==> config.mk <==
export PLATFORM = sky130hd
export DESIGN_NAME = exc_entry_gen
export DESIGN_NICKNAME = d
export VERILOG_FILES = /design/src/rtl/exc_entry_pkg.sv /design/src/rtl/exc_cause.sv /design/src/rtl/exc_vector.sv /design/src/rtl/exc_entry_gen.sv
export SDC_FILE = /design/constraint.sdc
export NUM_CORES = 2
export LEC_CHECK = 0
export BUFFER_PORTS_ARGS = -buffer_cell sky130_fd_sc_hd__clkbuf_2
export CAP_MARGIN = 40
export CORE_UTILIZATION = 55
export DETAILED_ROUTE_END_ITERATION = 12
export GPL_TIMING_DRIVEN = 0
export MAX_ROUTING_LAYER = met4
export PLACE_DENSITY = 0.86
export SLEW_MARGIN = 30
export SYNTH_ARGS = -nofsm -noshare
export SYNTH_HDL_FRONTEND = slang
export SYNTH_HIERARCHICAL = 1
export SYNTH_SLANG_ARGS = --single-unit
==> constraint.sdc <==
create_clock -name clk -period 14.81 [get_ports clk]
set_input_delay 2.962 -clock clk [delete_from_list [all_inputs] [get_ports clk]]
set_output_delay 2.962 -clock clk [all_outputs]
set_load 0.05 [all_outputs]
==> src/rtl/exc_entry_pkg.sv <==
package exc_entry_pkg;
  localparam int CODE_W = 4;
  localparam int B_HV   = 60;
  localparam int B_FP   = 13;
  localparam int B_ME   = 12;
  localparam int B_FE0  = 11;
  localparam int B_FE1  = 8;
  localparam int B_IR   = 5;
  localparam int B_DR   = 4;
  localparam int B_RI   = 1;
  localparam int B_DOZE = 16;
  localparam int B_WAKE = 18;
  localparam logic [63:0] SAVE_CLR = 64'h0000_0000_783F_0000;

  typedef enum logic [CODE_W-1:0] {
    EC_RESET = 4'd0, EC_MCHK = 4'd1, EC_EXT = 4'd2, EC_DECR = 4'd3,
    EC_DBELL = 4'd4, EC_HDBELL = 4'd5, EC_HMAINT = 4'd6, EC_PROG = 4'd7,
    EC_SYSC = 4'd8, EC_HSTOR = 4'd9, EC_HDECR = 4'd10, EC_CRIT = 4'd11
  } exc_code_e;

  typedef enum logic [1:0] {
    PAIR_STD = 2'd0, PAIR_HYP = 2'd1, PAIR_CRIT = 2'd2
  } pair_e;
endpackage

==> src/rtl/exc_cause.sv <==
module exc_cause
  import exc_entry_pkg::*;
#(
  parameter int XLEN = 64
) (
  input  logic [CODE_W-1:0] code,
  input  logic [1:0]        sub,
  input  logic [XLEN-1:0]   state,
  input  logic              embedded,
  input  logic              wake,
  output logic [CODE_W-1:0] eff_code,
  output logic [XLEN-1:0]   saved_st,
  output logic [XLEN-1:0]   base_st,
  output pair_e             pair,
  output logic              drop,
  output logic              pc_adv,
  output logic              halt_req
);
  logic [3:0] cause;

  always_comb begin
    eff_code = code;
    cause    = 4'h0;
    if (wake && code != EC_MCHK) begin
      unique case (code)
        EC_RESET:  cause = 4'h4;
        EC_EXT:    cause = 4'h8;
        EC_DECR:   cause = 4'h6;
        EC_DBELL:  cause = 4'h5;
        EC_HDBELL: cause = 4'h3;
        EC_HMAINT: cause = 4'hA;
        default:   cause = 4'h0;
      endcase
      eff_code = EC_RESET;
    end

    saved_st = embedded ? state : (state & ~SAVE_CLR[XLEN-1:0]);
    if (wake) begin
      saved_st[B_DOZE]      = 1'b1;
      saved_st[B_WAKE +: 4] = saved_st[B_WAKE +: 4] | cause;
    end

    base_st       = '0;
    base_st[B_ME] = state[B_ME];
    base_st[B_HV] = state[B_HV];
    pair     = PAIR_STD;
    drop     = 1'b0;
    pc_adv   = 1'b0;
    halt_req = 1'b0;

    unique case (eff_code)
      EC_MCHK: begin
        base_st[B_ME] = 1'b0;
        halt_req      = ~state[B_ME];
      end
      EC_PROG: begin
        unique case (sub)
          2'd0: begin
            if ((!state[B_FE0] && !state[B_FE1]) || !state[B_FP]) drop = 1'b1;
            else saved_st[20] = 1'b1;
          end
          2'd1:    saved_st[19] = 1'b1;
          2'd2:    saved_st[18] = 1'b1;
          default: saved_st[17] = 1'b1;
        endcase
      end
      EC_SYSC: begin
        pc_adv = 1'b1;
        if (sub[0]) base_st[B_HV] = 1'b1;
      end
      EC_HDBELL, EC_HMAINT, EC_HSTOR, EC_HDECR: begin
        pair          = PAIR_HYP;
        base_st[B_HV] = 1'b1;
        base_st[B_RI] = state[B_RI];
      end
      EC_CRIT: pair = PAIR_CRIT;
      default: ;
    endcase
  end
endmodule

==> src/rtl/exc_vector.sv <==
module exc_vector
  import exc_entry_pkg::*;
#(
  parameter int XLEN = 64
) (
  input  logic              clk,
  input  logic              we,
  input  logic [CODE_W-1:0] waddr,
  input  logic [XLEN-1:0]   wdata,
  input  logic [CODE_W-1:0] rcode,
  input  logic [XLEN-1:0]   prefix,
  input  logic [1:0]        mode,
  input  logic              old_ir,
  input  logic              old_dr,
  input  logic              hv_enter,
  output logic [XLEN-1:0]   vec,
  output logic              bad,
  output logic              xlat_on
);
  localparam int NENT = 1 << CODE_W;
  localparam logic [XLEN-1:0] REL_LOW  = XLEN'(64'h0000_0000_0001_8000);
  localparam logic [XLEN-1:0] REL_HIGH = XLEN'(64'hC000_0000_0000_4000);

  logic [XLEN-1:0] table_q [NENT];
  logic [XLEN-1:0] raw;
  logic            allow;

  always_ff @(posedge clk) begin
    if (we) table_q[waddr] <= wdata;
  end

  assign raw = table_q[rcode];
  assign bad = &raw;

  always_comb begin
    allow   = old_ir && old_dr && !hv_enter;
    vec     = raw | prefix;
    xlat_on = 1'b0;
    if (allow) begin
      unique case (mode)
        2'd1: begin vec = vec | REL_LOW;  xlat_on = 1'b1; end
        2'd3: begin vec = vec | REL_HIGH; xlat_on = 1'b1; end
        default: ;
      endcase
    end
  end
endmodule

==> src/rtl/exc_entry_gen.sv <==
module exc_entry_gen
  import exc_entry_pkg::*;
#(
  parameter int XLEN = 64
) (
  input  logic              clk,
  input  logic              rst,
  input  logic              tbl_we,
  input  logic [CODE_W-1:0] tbl_addr,
  input  logic [XLEN-1:0]   tbl_data,
  input  logic              take,
  input  logic [CODE_W-1:0] exc_code,
  input  logic [1:0]        exc_sub,
  input  logic [XLEN-1:0]   cur_pc,
  input  logic [XLEN-1:0]   cur_state,
  input  logic [XLEN-1:0]   vec_prefix,
  input  logic              embedded_model,
  input  logic              pm_wake,
  input  logic [1:0]        reloc_mode,
  output logic [XLEN-1:0]   std_pc,
  output logic [XLEN-1:0]   std_st,
  output logic [XLEN-1:0]   hyp_pc,
  output logic [XLEN-1:0]   hyp_st,
  output logic [XLEN-1:0]   crit_pc,
  output logic [XLEN-1:0]   crit_st,
  output logic [XLEN-1:0]   new_pc,
  output logic [XLEN-1:0]   new_state,
  output logic              checkstop,
  output logic              vec_err
);
  logic [CODE_W-1:0] eff_code;
  logic [XLEN-1:0]   saved_st, base_st, vec, save_pc, next_st;
  pair_e             pair;
  logic              drop, pc_adv, halt_req, bad, xlat_on, upd;

  exc_cause #(.XLEN(XLEN)) u_cause (
    .code(exc_code), .sub(exc_sub), .state(cur_state),
    .embedded(embedded_model), .wake(pm_wake),
    .eff_code(eff_code), .saved_st(saved_st), .base_st(base_st),
    .pair(pair), .drop(drop), .pc_adv(pc_adv), .halt_req(halt_req)
  );

  exc_vector #(.XLEN(XLEN)) u_vec (
    .clk(clk), .we(tbl_we), .waddr(tbl_addr), .wdata(tbl_data),
    .rcode(eff_code), .prefix(vec_prefix), .mode(reloc_mode),
    .old_ir(cur_state[B_IR]), .old_dr(cur_state[B_DR]),
    .hv_enter(base_st[B_HV] && !cur_state[B_HV]),
    .vec(vec), .bad(bad), .xlat_on(xlat_on)
  );

  assign upd     = take && !drop && !bad;
  assign save_pc = pc_adv ? cur_pc + XLEN'(4) : cur_pc;

  always_comb begin
    next_st = base_st;
    if (xlat_on) begin
      next_st[B_IR] = 1'b1;
      next_st[B_DR] = 1'b1;
    end
  end

  always_ff @(posedge clk) begin
    if (rst) begin
      std_pc <= '0; std_st <= '0; hyp_pc <= '0; hyp_st <= '0;
      crit_pc <= '0; crit_st <= '0; new_pc <= '0; new_state <= '0;
      checkstop <= 1'b0; vec_err <= 1'b0;
    end else begin
      vec_err <= take && !drop && bad;
      if (upd) begin
        unique case (pair)
          PAIR_HYP:  begin hyp_pc  <= save_pc; hyp_st  <= saved_st; end
          PAIR_CRIT: begin crit_pc <= save_pc; crit_st <= saved_st; end
          default:   begin std_pc  <= save_pc; std_st  <= saved_st; end
        endcase
        new_pc    <= vec;
        new_state <= next_st;
        if (halt_req) checkstop <= 1'b1;
      end
    end
  end

  p_err_no_update_r14: assert property (@(posedge clk) disable iff (rst)
    vec_err |-> $stable(new_pc) && $stable(new_state) && $stable(std_st));

  p_checkstop_sticky_r9: assert property (@(posedge clk) disable iff (rst)
    checkstop |=> checkstop);

  p_drop_silent_r5: assert property (@(posedge clk) disable iff (rst)
    (take && drop) |=> $stable(new_pc) && $stable(std_pc) && !vec_err);

  p_hyp_sets_hv_r7: assert property (@(posedge clk) disable iff (rst)
    (upd && pair == PAIR_HYP) |=> new_state[B_HV] && $stable(std_pc) && $stable(crit_pc));

  p_mchk_clears_me_r9: assert property (@(posedge clk) disable iff (rst)
    (upd && eff_code == EC_MCHK) |=> !new_state[B_ME]);
endmodule

After elaboration in Yosys (flattened, before gate mapping). Memories as Yosys holds them, arrays and structs flattened. Index checks and enable logic that the tools add are counted.

Memories: 1. Bits in registers: 455. Bits in writable memories: 1024.

Memories: u_vec.table_q (words 16, bits a word 64, read ports 1, clocked after Yosys merged registers in 0, wr ports 1, line exc_vector.sv:24) `logic [XLEN-1:0] table_q [NENT];`.

Bitwise logic cells: 4. Reductions and logical operators: 27. Equality and inequality tests: 20. Add/sub/neg operators: 1. Multiplexer cells: 30.

Operators with widths (number): $mux W64 (2); $pmux W64 S2 (1); $add A64 B3 Y64 const B (1); $or A64 B64 Y64 (1); $reduce_and A64 Y1 (1); $mux W31 (1); $eq A4 B3 Y1 const B (6); $pmux W4 S6 (1); $mux W1 (18); $eq A4 B4 Y1 const B (4); $mux W4 (4); $eq A4 B2 Y1 const B (2); $logic_and A1 B1 Y1 (8); $reduce_and A2 Y1 (4); $logic_not A1 Y1 (7); $eq A2 B1 Y1 const B (3); $eq A2 B2 Y1 const B (3); $eq A4 B1 Y1 const B (1); $logic_not A4 Y1 (1); $ne A4 B1 Y1 const B (1); $or A4 B4 Y4 (1); $pmux W2 S2 (1); $reduce_or A2 Y1 (2); $reduce_or A4 Y1 (1); 6 further kinds (7).

Longest topological paths before layout.
Word-level depth: 11. Mapped depth: 20.

Modules after synthesis. The synthesis kept the hierarchy.

Modules (own cells, without submodules): exc_vector (sequential area each 30749.5 um^2, area an instance 38951.1 um^2, cells each 1671, times used 1); exc_entry_gen (sequential area each 10289.9 um^2, area an instance 19084.6 um^2, cells each 2344, times used 1); exc_cause (sequential area each 0.0 um^2, area an instance 1171.1 um^2, cells each 163, times used 1).

Worst setup path before layout. OpenSTA, ideal clock, no wires.

Path kind: input port to flip-flop. Start: input tbl_addr[2]. End: memory u_vec.table_q[0][0] (enable). Setup slack: 6419 ps. Library setup time: 565 ps. Required time: 14245 ps. Path buffers: 0. Data arrival time: 7825 ps. Cell stages on the path: 2. Cells stage by stage: or3b_2 -> nor3_1.

RTL lines: start: declaration (line exc_entry_gen.sv:9) `input logic [CODE_W-1:0] tbl_addr,`; end: declaration (line exc_vector.sv:24).

No word-level cell before the write port.

Worst setup path after layout.
Start: input pm_wake. End: register std_pc[43].

Elaborated cells between the ends (all ways): 25.

RTL lines: start: declaration (line exc_entry_gen.sv:18) `input logic pm_wake,`; $logic_and A1 B1 Y1 (line exc_cause.sv:24) `if (wake && code != EC_MCHK) begin`; $mux W4 (line exc_cause.sv:24); named net eff_code[1] (line exc_entry_gen.sv:31) `logic [CODE_W-1:0] eff_code;`; $mem_v2 Z16 W64; $reduce_and A64 Y1 (line exc_vector.sv:33) `assign bad = &raw;`; named net bad (line exc_entry_gen.sv:34) `logic drop, pc_adv, halt_req, bad, xlat_on, upd;`; $logic_not A1 Y1 (line exc_entry_gen.sv:51) `assign upd = take && !drop && !bad;`; $logic_and A1 B1 Y1 (line exc_entry_gen.sv:51); $reduce_and A2 Y1 (no line); end signal: assignment (line exc_entry_gen.sv:73) `default: begin std_pc <= save_pc; std_st <= saved_st; end`; end: declaration (line exc_entry_gen.sv:20) `output logic [XLEN-1:0] std_pc,`.

The timed path passes the listed nets, and every way through them passes these cells. A chain may end at the register's enable or synchronous reset.

==> flow_summary.ini <==
[finish]
multi_input_area_um2 = 16300
fillers = 7002
drive_gt1_share_pct = 29.9
nets = 5510
utilization_pct = 67.9
register_area_um2 = 41000
area_growth_pct = 21.6

[floorplan]
die_h_um = 330
pin_count = 788
die_w_um = 330
core_area_um2 = 106000
die_area_um2 = 109000
rows = 119
initial_utilization_pct = 55.8

[hold_path]
min-delay-start = std_st[2]
hold_path_class = reg -> reg
min_to = std_st[2]
whs_path_depth = 2

[power_and_ir_drop]
ir_drop_uv = 104
power.share.clock_pct = 40.6
p_leak_uw = 0.0258
power_uw = 9770
switching_share_pct = 26.1
power.internal_uw = 7220
switchingPower_uw = 2550
p_comb_share_pct = 10.6
seqPwrFrac_pct = 48.8
p_per_area_nw_per_um2 = 136

[timing]
fin_tns_setup_ns = 0
hold_slack_ns = 0.454
max_slew_margin_pct = 37.1
rsz0062_at_grt = no
worst_pin_slew_ns = 0.944
fin_crit_ns = 9.27
setup_viol = 0
fmax_ghz = 0.108
drv_slew = 0
clock_skew_ns = 0.0574
finalHoldViolCount = 0
fin_crit_sh_pct = 62.6

[critical_path]
r2r_start = u_vec/table_q[3][6]
cp-start-kind = primary input
reg2reg_slack_ns = 9.30
endpoint_kind = flop
crit_start = pm_wake
slowest_delay_ns = 0.66
path_buf_inv = 9
reg2reg_to = std_pc[43]
path_max_fanout = 10
setup.worst_path.class = in -> reg
crit_chain = clkbuf_2 > buf_2 > nor2b_1 > clkbuf_1 > buf_2 > mux4_2 > a22oi_1 > nand2_1 > nand4_1 > nor4_1 > and4_1 > nor3b_1 > clkbuf_1 > and2_1 > clkbuf_1 > clkbuf_1 > clkbuf_1 > buf_6 > a211oi_1
crit_slowest_cell = clkbuf_1
worstRegToRegCells = 14
critPathTopFamily = buffers and inverters
cp.required_ns = 15.41
crit_top_cell = clkbuf_1
cp_data_arrival_time_ns = 9.87

[cts]
tritoncts = yes
h-tree-depth = 4
clk_pin_slew_worst_paths_ns = 0.06
clkSinkCount = 1538
cts_resized = 0
worst_skew_pair.late_latency_ns = 0.79
clockBufferDepth = 3
postCtsSetupRepairBufs = 0
cts_buffers = 153
cts_root_buf = clkbuf_16
postCtsHoldBufs = 0

[synth]
synthAdderAreaFrac_pct = 0.0634
yosysTopAreaCell = edfxtp_1
avgSynthCellArea_um2 = 14.2
ys_top_cells_by_count = edfxtp_1, nand2_1, dfxtp_1, a21oi_1, mux4_2
ys_seq_area_share_pct = 69.3
yosysMostFrequentCell = edfxtp_1
synth_xor_area_share_pct = 0.621
synthMuxAreaShare_pct = 9.75
synth_area_um2 = 59200
synth_ff_type = edfxtp_1
ys_types = 64
yosys_warnings = 6
synth-seq-cells = 1538
synthSimpleGateAreaFrac_pct = 9.58
synth_top_area_share_pct = 51.9
syn_inst = 4178
ys_async_sr_fraction_pct = 0
synth_top_family_by_area = multiplexers
synth-edff-count = 1024
synth_compound_area_share_pct = 6.95
synth_area_leaders = edfxtp_1, dfxtp_1, mux4_2

[drt]
drcViolationCount = 0
detail_route.vias_per_cell = 6.52
wl_met3_mm = 29.2
drt-total-wl_mm = 226
drtIter0Drc = 6466
wl_met2_mm = 105
routedLengthMet1_mm = 69.8
vias = 44372
routedWlPerCell_um = 33.2
top_layer_used = met4
drtAntennaViolNets = 0
firstDrtPassIters = 6

[global_routing]
grt_pass1_wl_mm = 306
grt_use_total_pct = 41.6
grt_antenna_before_repair = 54
grt_max_degree = 19
grt-ovfl-total = 0
grt_pass1_vias = 42271

[status]
outcome = complete, no violations

[place]
numPortBuffers = 732
gp_congestion = 1.02
hpwl_mm = 155

[job]
max-cap-violations = 0
[cells by family after synthesis]
kind of cell	after synthesis
AOI/OAI and AO/OA	652
xor gates and xnor gates	42
adders and majority gates	3
buffers and inverters	405
DFF	1538
muxes	257
other	1
and+or+nand+nor	1280
[power groups by stage]
stage | registers, uW | clock network (uW) | logic (uW)
after global placement | 4840 | 0 | 940
after CTS | 4760 | 3960 | 1000
after global routing | 4770 | 4120 | 1060
final | 4760 | 3970 | 1040
after floorplan | 5060 | 0 | 373
after detailed placement | 4850 | 0 | 985
[layout make-up]
| cell class | count | share of cell area (%) |
|---|---|---|
| Buffer | 390 | 2.98 |
| Timing Repair Buffer | 840 | 7.56 |
| Clock buffer | 200 | 5.92 |
| Antenna cell | 54 | 0.188 |
| Multi-Input combinational cell | 2295 | 22.7 |
| Inverter | 15 | 0.0782 |
| Tap cell | 1391 | 2.42 |
| Clock inverter | 80 | 1.15 |
| Sequential cell | 1538 | 57.0 |
[state kept, by name (all words and copies together), names as in the netlist]
name           cells
vec_err            1
checkstop          1
crit_pc           64
std_st            64
hyp_st            64
std_pc            64
u_vec/table_q   1024
hyp_pc            64
new_pc            64
crit_st           64
new_state         64
[stage by stage]
step | instances | area [um2] | setup slack (ns)
final | 6803 | 72000 | 5.54
after floorplan | 4238 | 59400 | 6.42
after global routing | 6800 | 72000 | 5.50
after detailed placement | 6464 | 66700 | 5.11
after CTS | 6744 | 71800 | 5.78
after global placement | 6361 | 64800 | 1.04
[tightest hold or removal path, cell delays in order, from the launching register on]
cell and delay (ns):
dfxtp_1 0.30, nand2_1 0.05, a21oi_1 0.05
[cells in the final DEF, fill, tap and decap left out, drive strengths merged, types with 23 or more instances in the layout]
| master | synthesis | routed |
|---|---|---|
| nand4 | 41 | 41 |
| diode | 0 | 54 |
| clkinv | 0 | 56 |
| a311oi | 39 | 39 |
| a22oi | 128 | 128 |
| dfxtp | 514 | 514 |
| nand2 | 750 | 750 |
| conb | 1 | 61 |
| clkbuf | 203 | 1137 |
| inv | 15 | 24 |
| buf | 187 | 293 |
| and3 | 23 | 23 |
| or2 | 63 | 63 |
| nor4 | 41 | 41 |
| a21oi | 326 | 326 |
| nand3 | 26 | 26 |
| nor3 | 44 | 44 |
| nor2 | 211 | 211 |
| edfxtp | 1024 | 1024 |
| a211oi | 126 | 126 |
| xnor2 | 33 | 33 |
| mux4 | 256 | 256 |
[layer usage]
layer / track usage (%) / vias to the layer above
met5: - / -
met4: 30.8 / 0
met3: 12.4 / 1139
met2: 64.1 / 4305
met1: 45.6 / 21205
li1: - / 17723
[worst max path at each step]
stage          slack, ns              endpoint  cells past startpoint
6_report            5.54            std_pc[43]                     19
4_1_cts             5.78             hyp_pc[1]                     19
3_3_place_gp        1.04  u_vec/table_q[0][37]                      3
3_5_place_dp        5.11             hyp_pc[1]                     19
5_1_grt             5.50            std_st[63]                     19
2_1_floorplan       6.42   u_vec/table_q[0][0]                      2
Power figures use the tool's default switching activity.
